--- config.mk ---
export PLATFORM = sky130hd
export DESIGN_NAME = mgpio_port
export DESIGN_NICKNAME = d
export VERILOG_FILES = /design/src/rtl/mgpio_pkg.sv /design/src/rtl/mgpio_lane_expand.sv /design/src/rtl/mgpio_sync.sv /design/src/rtl/mgpio_regs.sv /design/src/rtl/mgpio_port.sv
export SDC_FILE = /design/constraint.sdc
export NUM_CORES = 1
export LEC_CHECK = 0
export BUFFER_PORTS_ARGS = -buffer_cell sky130_fd_sc_hd__buf_2
export CAP_MARGIN = 10
export CORE_MARGIN = 2
export CORE_UTILIZATION = 50
export CTS_BUF_LIST = sky130_fd_sc_hd__clkbuf_4 sky130_fd_sc_hd__clkbuf_8
export CTS_CLUSTER_SIZE = 25
export DETAILED_ROUTE_END_ITERATION = 10
export PLACE_DENSITY = 0.77
export SYNTH_ARGS = -nofsm -noshare
export SYNTH_HDL_FRONTEND = slang
export SYNTH_SLANG_ARGS = --single-unit
--- constraint.sdc ---
create_clock -name clk -period 1.2 [get_ports clk]
set_clock_uncertainty 0.15 [all_clocks]
set_input_delay 0.06 -clock clk [delete_from_list [all_inputs] [get_ports clk]]
set_output_delay 0.06 -clock clk [all_outputs]
set_load 0.01 [all_outputs]
--- src/rtl/mgpio_pkg.sv ---
// Package: shared register selector for the masked GPIO port.
// Assumes a word-addressed register bus with a 3-bit address.
package mgpio_pkg;
    typedef enum logic [2:0] {
        REG_DIR  = 3'd0,
        REG_MASK = 3'd1,
        REG_PIN  = 3'd2,
        REG_OUT  = 3'd3,
        REG_SET  = 3'd4,
        REG_CLR  = 3'd5
    } reg_sel_e;
endpackage

--- src/rtl/mgpio_lane_expand.sv ---
// Module: widens byte lane enables into a per-bit write mask.
// Assumes WIDTH is a multiple of 8.
module mgpio_lane_expand #(
    parameter int WIDTH = 32,
    localparam int LANES = WIDTH / 8
) (
    input  logic [LANES-1:0] lane_en,
    output logic [WIDTH-1:0] bit_en
);
    // One byte of enable bits per lane
    for (genvar g = 0; g < LANES; g++) begin : g_lane
        assign bit_en[g*8 +: 8] = {8{lane_en[g]}};
    end
endmodule

--- src/rtl/mgpio_sync.sv ---
// Module: multi-flop synchronizer for the asynchronous pad levels.
// Assumes each bit is independent (no multi-bit coherency needed).
module mgpio_sync #(
    parameter int WIDTH  = 32,
    parameter int STAGES = 2
) (
    input  logic             clk,
    input  logic             rst_n,
    input  logic [WIDTH-1:0] d,
    output logic [WIDTH-1:0] q
);
    logic [WIDTH-1:0] stg [STAGES];

    // Shift the pad levels through the synchronizer chain
    always_ff @(posedge clk) begin
        if (!rst_n) begin
            for (int i = 0; i < STAGES; i++) stg[i] <= '0;
        end else begin
            stg[0] <= d;
            for (int i = 1; i < STAGES; i++) stg[i] <= stg[i-1];
        end
    end

    assign q = stg[STAGES-1];
endmodule

--- src/rtl/mgpio_regs.sv ---
// Module: direction, mask and output value registers with lane and
// mask gating. Assumes at most one bus write per cycle.
module mgpio_regs
    import mgpio_pkg::*;
#(
    parameter int WIDTH = 32
) (
    input  logic             clk,
    input  logic             rst_n,
    input  logic             wr_en,
    input  reg_sel_e         sel,
    input  logic [WIDTH-1:0] lane_bits,
    input  logic [WIDTH-1:0] wdata,
    output logic [WIDTH-1:0] dir_q,
    output logic [WIDTH-1:0] mask_q,
    output logic [WIDTH-1:0] out_q
);
    logic [WIDTH-1:0] open_bits;

    // Bits a value/set/clear write may touch: enabled lane and unprotected
    always_comb open_bits = lane_bits & ~mask_q;

    // Direction register, byte-lane merged
    always_ff @(posedge clk) begin
        if (!rst_n) dir_q <= '0;
        else if (wr_en && sel == REG_DIR)
            dir_q <= (dir_q & ~lane_bits) | (wdata & lane_bits);
    end

    // Mask register, byte-lane merged
    always_ff @(posedge clk) begin
        if (!rst_n) mask_q <= '0;
        else if (wr_en && sel == REG_MASK)
            mask_q <= (mask_q & ~lane_bits) | (wdata & lane_bits);
    end

    // Output value: whole write, set strobe or clear strobe
    always_ff @(posedge clk) begin
        if (!rst_n) out_q <= '0;
        else if (wr_en) begin
            case (sel)
                REG_OUT: out_q <= (out_q & ~open_bits) | (wdata & open_bits);
                REG_SET: out_q <= out_q | (wdata & open_bits);
                REG_CLR: out_q <= out_q & ~(wdata & open_bits);
                default: out_q <= out_q;
            endcase
        end
    end
endmodule

--- src/rtl/mgpio_port.sv ---
// Module: top of the masked GPIO port. Decodes the register bus,
// drives pad enables/values and returns read data combinationally.
// Assumes pins_i is asynchronous to clk.
module mgpio_port
    import mgpio_pkg::*;
#(
    parameter int WIDTH       = 32,
    parameter int SYNC_STAGES = 2,
    localparam int LANES = WIDTH / 8
) (
    input  logic             clk,
    input  logic             rst_n,
    input  logic             bus_sel,
    input  logic             bus_wr,
    input  logic [2:0]       bus_addr,
    input  logic [LANES-1:0] bus_be,
    input  logic [WIDTH-1:0] bus_wdata,
    output logic [WIDTH-1:0] bus_rdata,
    input  logic [WIDTH-1:0] pins_i,
    output logic [WIDTH-1:0] oe_o,
    output logic [WIDTH-1:0] out_o
);
    reg_sel_e         sel;
    logic [WIDTH-1:0] lane_bits;
    logic [WIDTH-1:0] dir_q, mask_q, out_q, pin_q;
    logic             wr_en;

    // Decode the access
    always_comb begin
        sel   = reg_sel_e'(bus_addr);
        wr_en = bus_sel && bus_wr;
    end

    mgpio_lane_expand #(.WIDTH(WIDTH)) lane_i (
        .lane_en (bus_be),
        .bit_en  (lane_bits)
    );

    mgpio_sync #(.WIDTH(WIDTH), .STAGES(SYNC_STAGES)) sync_i (
        .clk (clk),
        .rst_n (rst_n),
        .d   (pins_i),
        .q   (pin_q)
    );

    mgpio_regs #(.WIDTH(WIDTH)) regs_i (
        .clk       (clk),
        .rst_n     (rst_n),
        .wr_en     (wr_en),
        .sel       (sel),
        .lane_bits (lane_bits),
        .wdata     (bus_wdata),
        .dir_q     (dir_q),
        .mask_q    (mask_q),
        .out_q     (out_q)
    );

    // Read mux; masked positions of pin and value views read as zero
    always_comb begin
        bus_rdata = '0;
        if (bus_sel && !bus_wr) begin
            case (sel)
                REG_DIR:  bus_rdata = dir_q;
                REG_MASK: bus_rdata = mask_q;
                REG_PIN:  bus_rdata = pin_q & ~mask_q;
                REG_OUT:  bus_rdata = out_q & ~mask_q;
                default:  bus_rdata = '0;
            endcase
        end
    end

    // Pad outputs
    always_comb begin
        oe_o  = dir_q;
        out_o = out_q;
    end
endmodule

==> flow_summary_export.csv <==
group,metric,value,unit
yosys,synth_warnings,0,
critical_path,cp_max_fo,2,
die,fp.dieW,124,µm
timing,drv_slew,0,
clock_tree,clk_path_buf_depth,2,
final_layout,fin_cells,1355,
final_layout,diodes,0,
critical_path,crit_family,"flip-flops",
timing,slew-limit-headroom,46.0,%
run_status,status,"finished, violations left",
die,floorplan.rows,43,
timing,fmax,601,MHz
job,maxCapViolCount,0,
routing,avgViaCountPerCell,5.79,
critical_path,cp_slowest_cell,"dfxtp_2",
place,dp_hpwl,13.2,mm
critical_path,worstPathArrival,1450,ps
global_route,antenna_found_initial,0,
routing,final_antenna_net_count,0,
clock_tree,cts.sinks,160,
final_layout,layout_commonest_cell,"buf_2",
timing,holdWs,-202,ps
timing,tns,-18610,ps
place,gp_congestion,0.797,
clock_tree,cts.reportedPaths.clkPinSlew,100,ps
die,die-area,15300,µm²
routing,avgRoutedWirePerCell,19.4,µm
clock_tree,clk_latency,470,ps
yosys,avgSynthCellArea,8.64,µm²
final_layout,areaGrowthSynthToFinish,58.5,%
critical_path,worstPathRequired,990,ps
global_route,grt_max_degree,53,
yosys,synth-seq-cells,160,
critical_path,crit_chain,"mux2i_1 -> o21ai_0 -> o21ai_1 -> nor2_1 -> buf_2",
timing,timing.final.crit_share,139,%
place,port_buffers,170,
worst_hold_path,holdCritPathClass,"primary input to register",
critical_path,critPathMaxStageDelay,350,ps
clock_tree,tritoncts,"built",
clock_tree,clockRootBuffer,"clkbuf_8",
critical_path,crit_start,"regs_i.out_q[31]",
worst_hold_path,hold_start,"rst_n",
pwr,p_per_area,998,nW/µm²
yosys,synth_fp_nets,904,
final_layout,fin_nets,1239,
die,ioPinCount,171,
pwr,power.leakage,4.99,nW
clock_tree,cts_buffers,17,
place,dp.cells,1191,
routing,drt_iter0_markers,783,
critical_path,critical_path_buf_inv_count,1,
yosys,ys_types,37,
global_route,grt_pass1_vias,7302,
yosys,netlist_area,7160,µm²
die,die_y,124,µm
timing,worst_slack,-464,ps
run_status,failed_checks,"hold timing, setup timing",
routing,drc,0,
die,start_util,51.4,%
timing,worstMarginPinSlew,809,ps
die,core_area,13900,µm²
routing,wirelength,26.3,mm
global_route,grt_first_pass_wirelength,35.9,mm
final_layout,final_core_util,81.5,%
clock_tree,htree_levels,4,
routing,route.vias.total,7849,
timing,rsz0062_at_grt,"yes",
timing,min_period,1660,ps
final_layout,final_cell_mix,"buf_2, dfxtp_2, buf_6",
timing,setup_viol,95,
global_route,groute.usage.overall,30.3,%
yosys,netlist_instances,829,
final_layout,layout-drive-gt1-share,47.7,%
critical_path,critPathKind,"register to output pin",
critical_path,endpoint_kind,"output pin",
routing,first_pass_iters,6,
critical_path,crit_path_start_kind,"register",
final_layout,nFillCells,743,
yosys,ys_seq_area_share,44.7,%
pwr,irDropWorstVdd,1.35,mV
global_route,grt-ovfl-total,0,
timing,finalHoldViolations,27,
## report_power, final
part / total [W] / internal (W) / leakage (nW) / switching, W
Combinational: 0.00184 / 0.000927 / 3.45 / 0.000917
Sequential: 0.00553 / 0.00546 / 1.35 / 0.0000749
Clock: 0.00396 / 0.00192 / 0.184 / 0.00204
Total: 0.0113 / 0.00830 / 4.99 / 0.00303
## worst min-delay path, stage by stage
cell and delay [ps]:
buf_6 130, nand2_1 80, o21ai_0 90
## synthesized netlist by cell type
master	count	area share [%]
o211ai_1	1	0.10
dfxtp_1	160	45
clkbuf_1	34	1.8
a41o_1	4	0.56
nand3b_1	9	0.94
a21boi_2	1	0.16
o311ai_0	6	0.73
nor2b_1	21	1.8
buf_2	12	0.84
and3_1	16	1.4
buf_6	3	0.47
mux2i_1	32	4.5
nand2b_4	1	0.19
nand3_1	70	4.9
and2_1	65	5.7
a21oi_1	17	1.2
a32oi_1	3	0.37
mux2_2	32	5.0
o21ai_1	1	0.070
nand3b_4	1	0.28
a211oi_1	16	1.7
nor4b_4	4	1.3
and2b_1	2	0.21
and3b_1	2	0.24
or3b_2	1	0.12
buf_1	1	0.052
clkbuf_2	2	0.14
nor2_1	59	3.1
nor4bb_1	1	0.14
nand2_1	71	3.7
o211ai_2	1	0.17
o211a_1	3	0.42
buf_4	10	1.0
o21ai_0	154	11
o311a_1	4	0.56
inv_1	5	0.26
o22ai_1	4	0.35
## layer usage
| metal | vias up | global-route usage, % | share of wire, % |
|---|---|---|---|
| met3 | 117 | 7.33 | 7.3 |
| li1 | 3586 | - | - |
| met2 | 431 | 50.4 | 50 |
| met1 | 3715 | 36.7 | 38 |
| met4 | 0 | 15.1 | 4.7 |
| met5 | - | 0 | 0 |
## repair_timing
item / CTS / global route
resized for setup: 231 / 125
endpoints found under the setup margin: 73 / 113
setup buffers: 32 / 33
hold endpoints to repair: 137 / 43
pin swaps: 24 / 34
hold buffers: 75 / 10
## per-stage QoR
| step | total power (W) | cell area [µm²] | hold slack, ps | worst slack, ps |
|---|---|---|---|---|
| finish | 0.0113 | 11400 | -202 | -464 |
| global route | 0.0117 | 11400 | -186 | -528 |
| CTS | 0.0110 | 10800 | -270 | -436 |
| detailed placement | 0.00689 | 8790 | 119 | -329 |
| global placement | 0.00686 | 8790 | 116 | -311 |
| floorplan | 0.00637 | 7350 | 37.3 | -41.4 |
## final timing paths
check	slack [ps]	endpoint	cells past startpoint
max	-460	bus_rdata[31]	5
min	-200	register	3
max reg2reg	-120	regs_i.out_q[12]	5
min reg2reg	290	sync_i.stg[0][52]	1
## cell type report
cell class / instances / area (µm²) / area share (%)
Inverter: 5 / 18.8 / 0.165
Clock inverter: 10 / 114 / 1.00
Timing Repair Buffer: 378 / 3290 / 29.0
Tap cell: 180 / 225 / 1.98
Sequential cell: 160 / 3330 / 29.4
Multi-Input combinational cell: 602 / 4110 / 36.2
Clock buffer: 20 / 263 / 2.31
## kinds of logic after synthesis
kind of cell	count (synthesis)	synth area share, %
simple gates	323	24.1
buf+inv	67	4.59
compound gates	215	17.1
flops	160	44.7
mux	64	9.50
(Power assumes the default switching activity.)
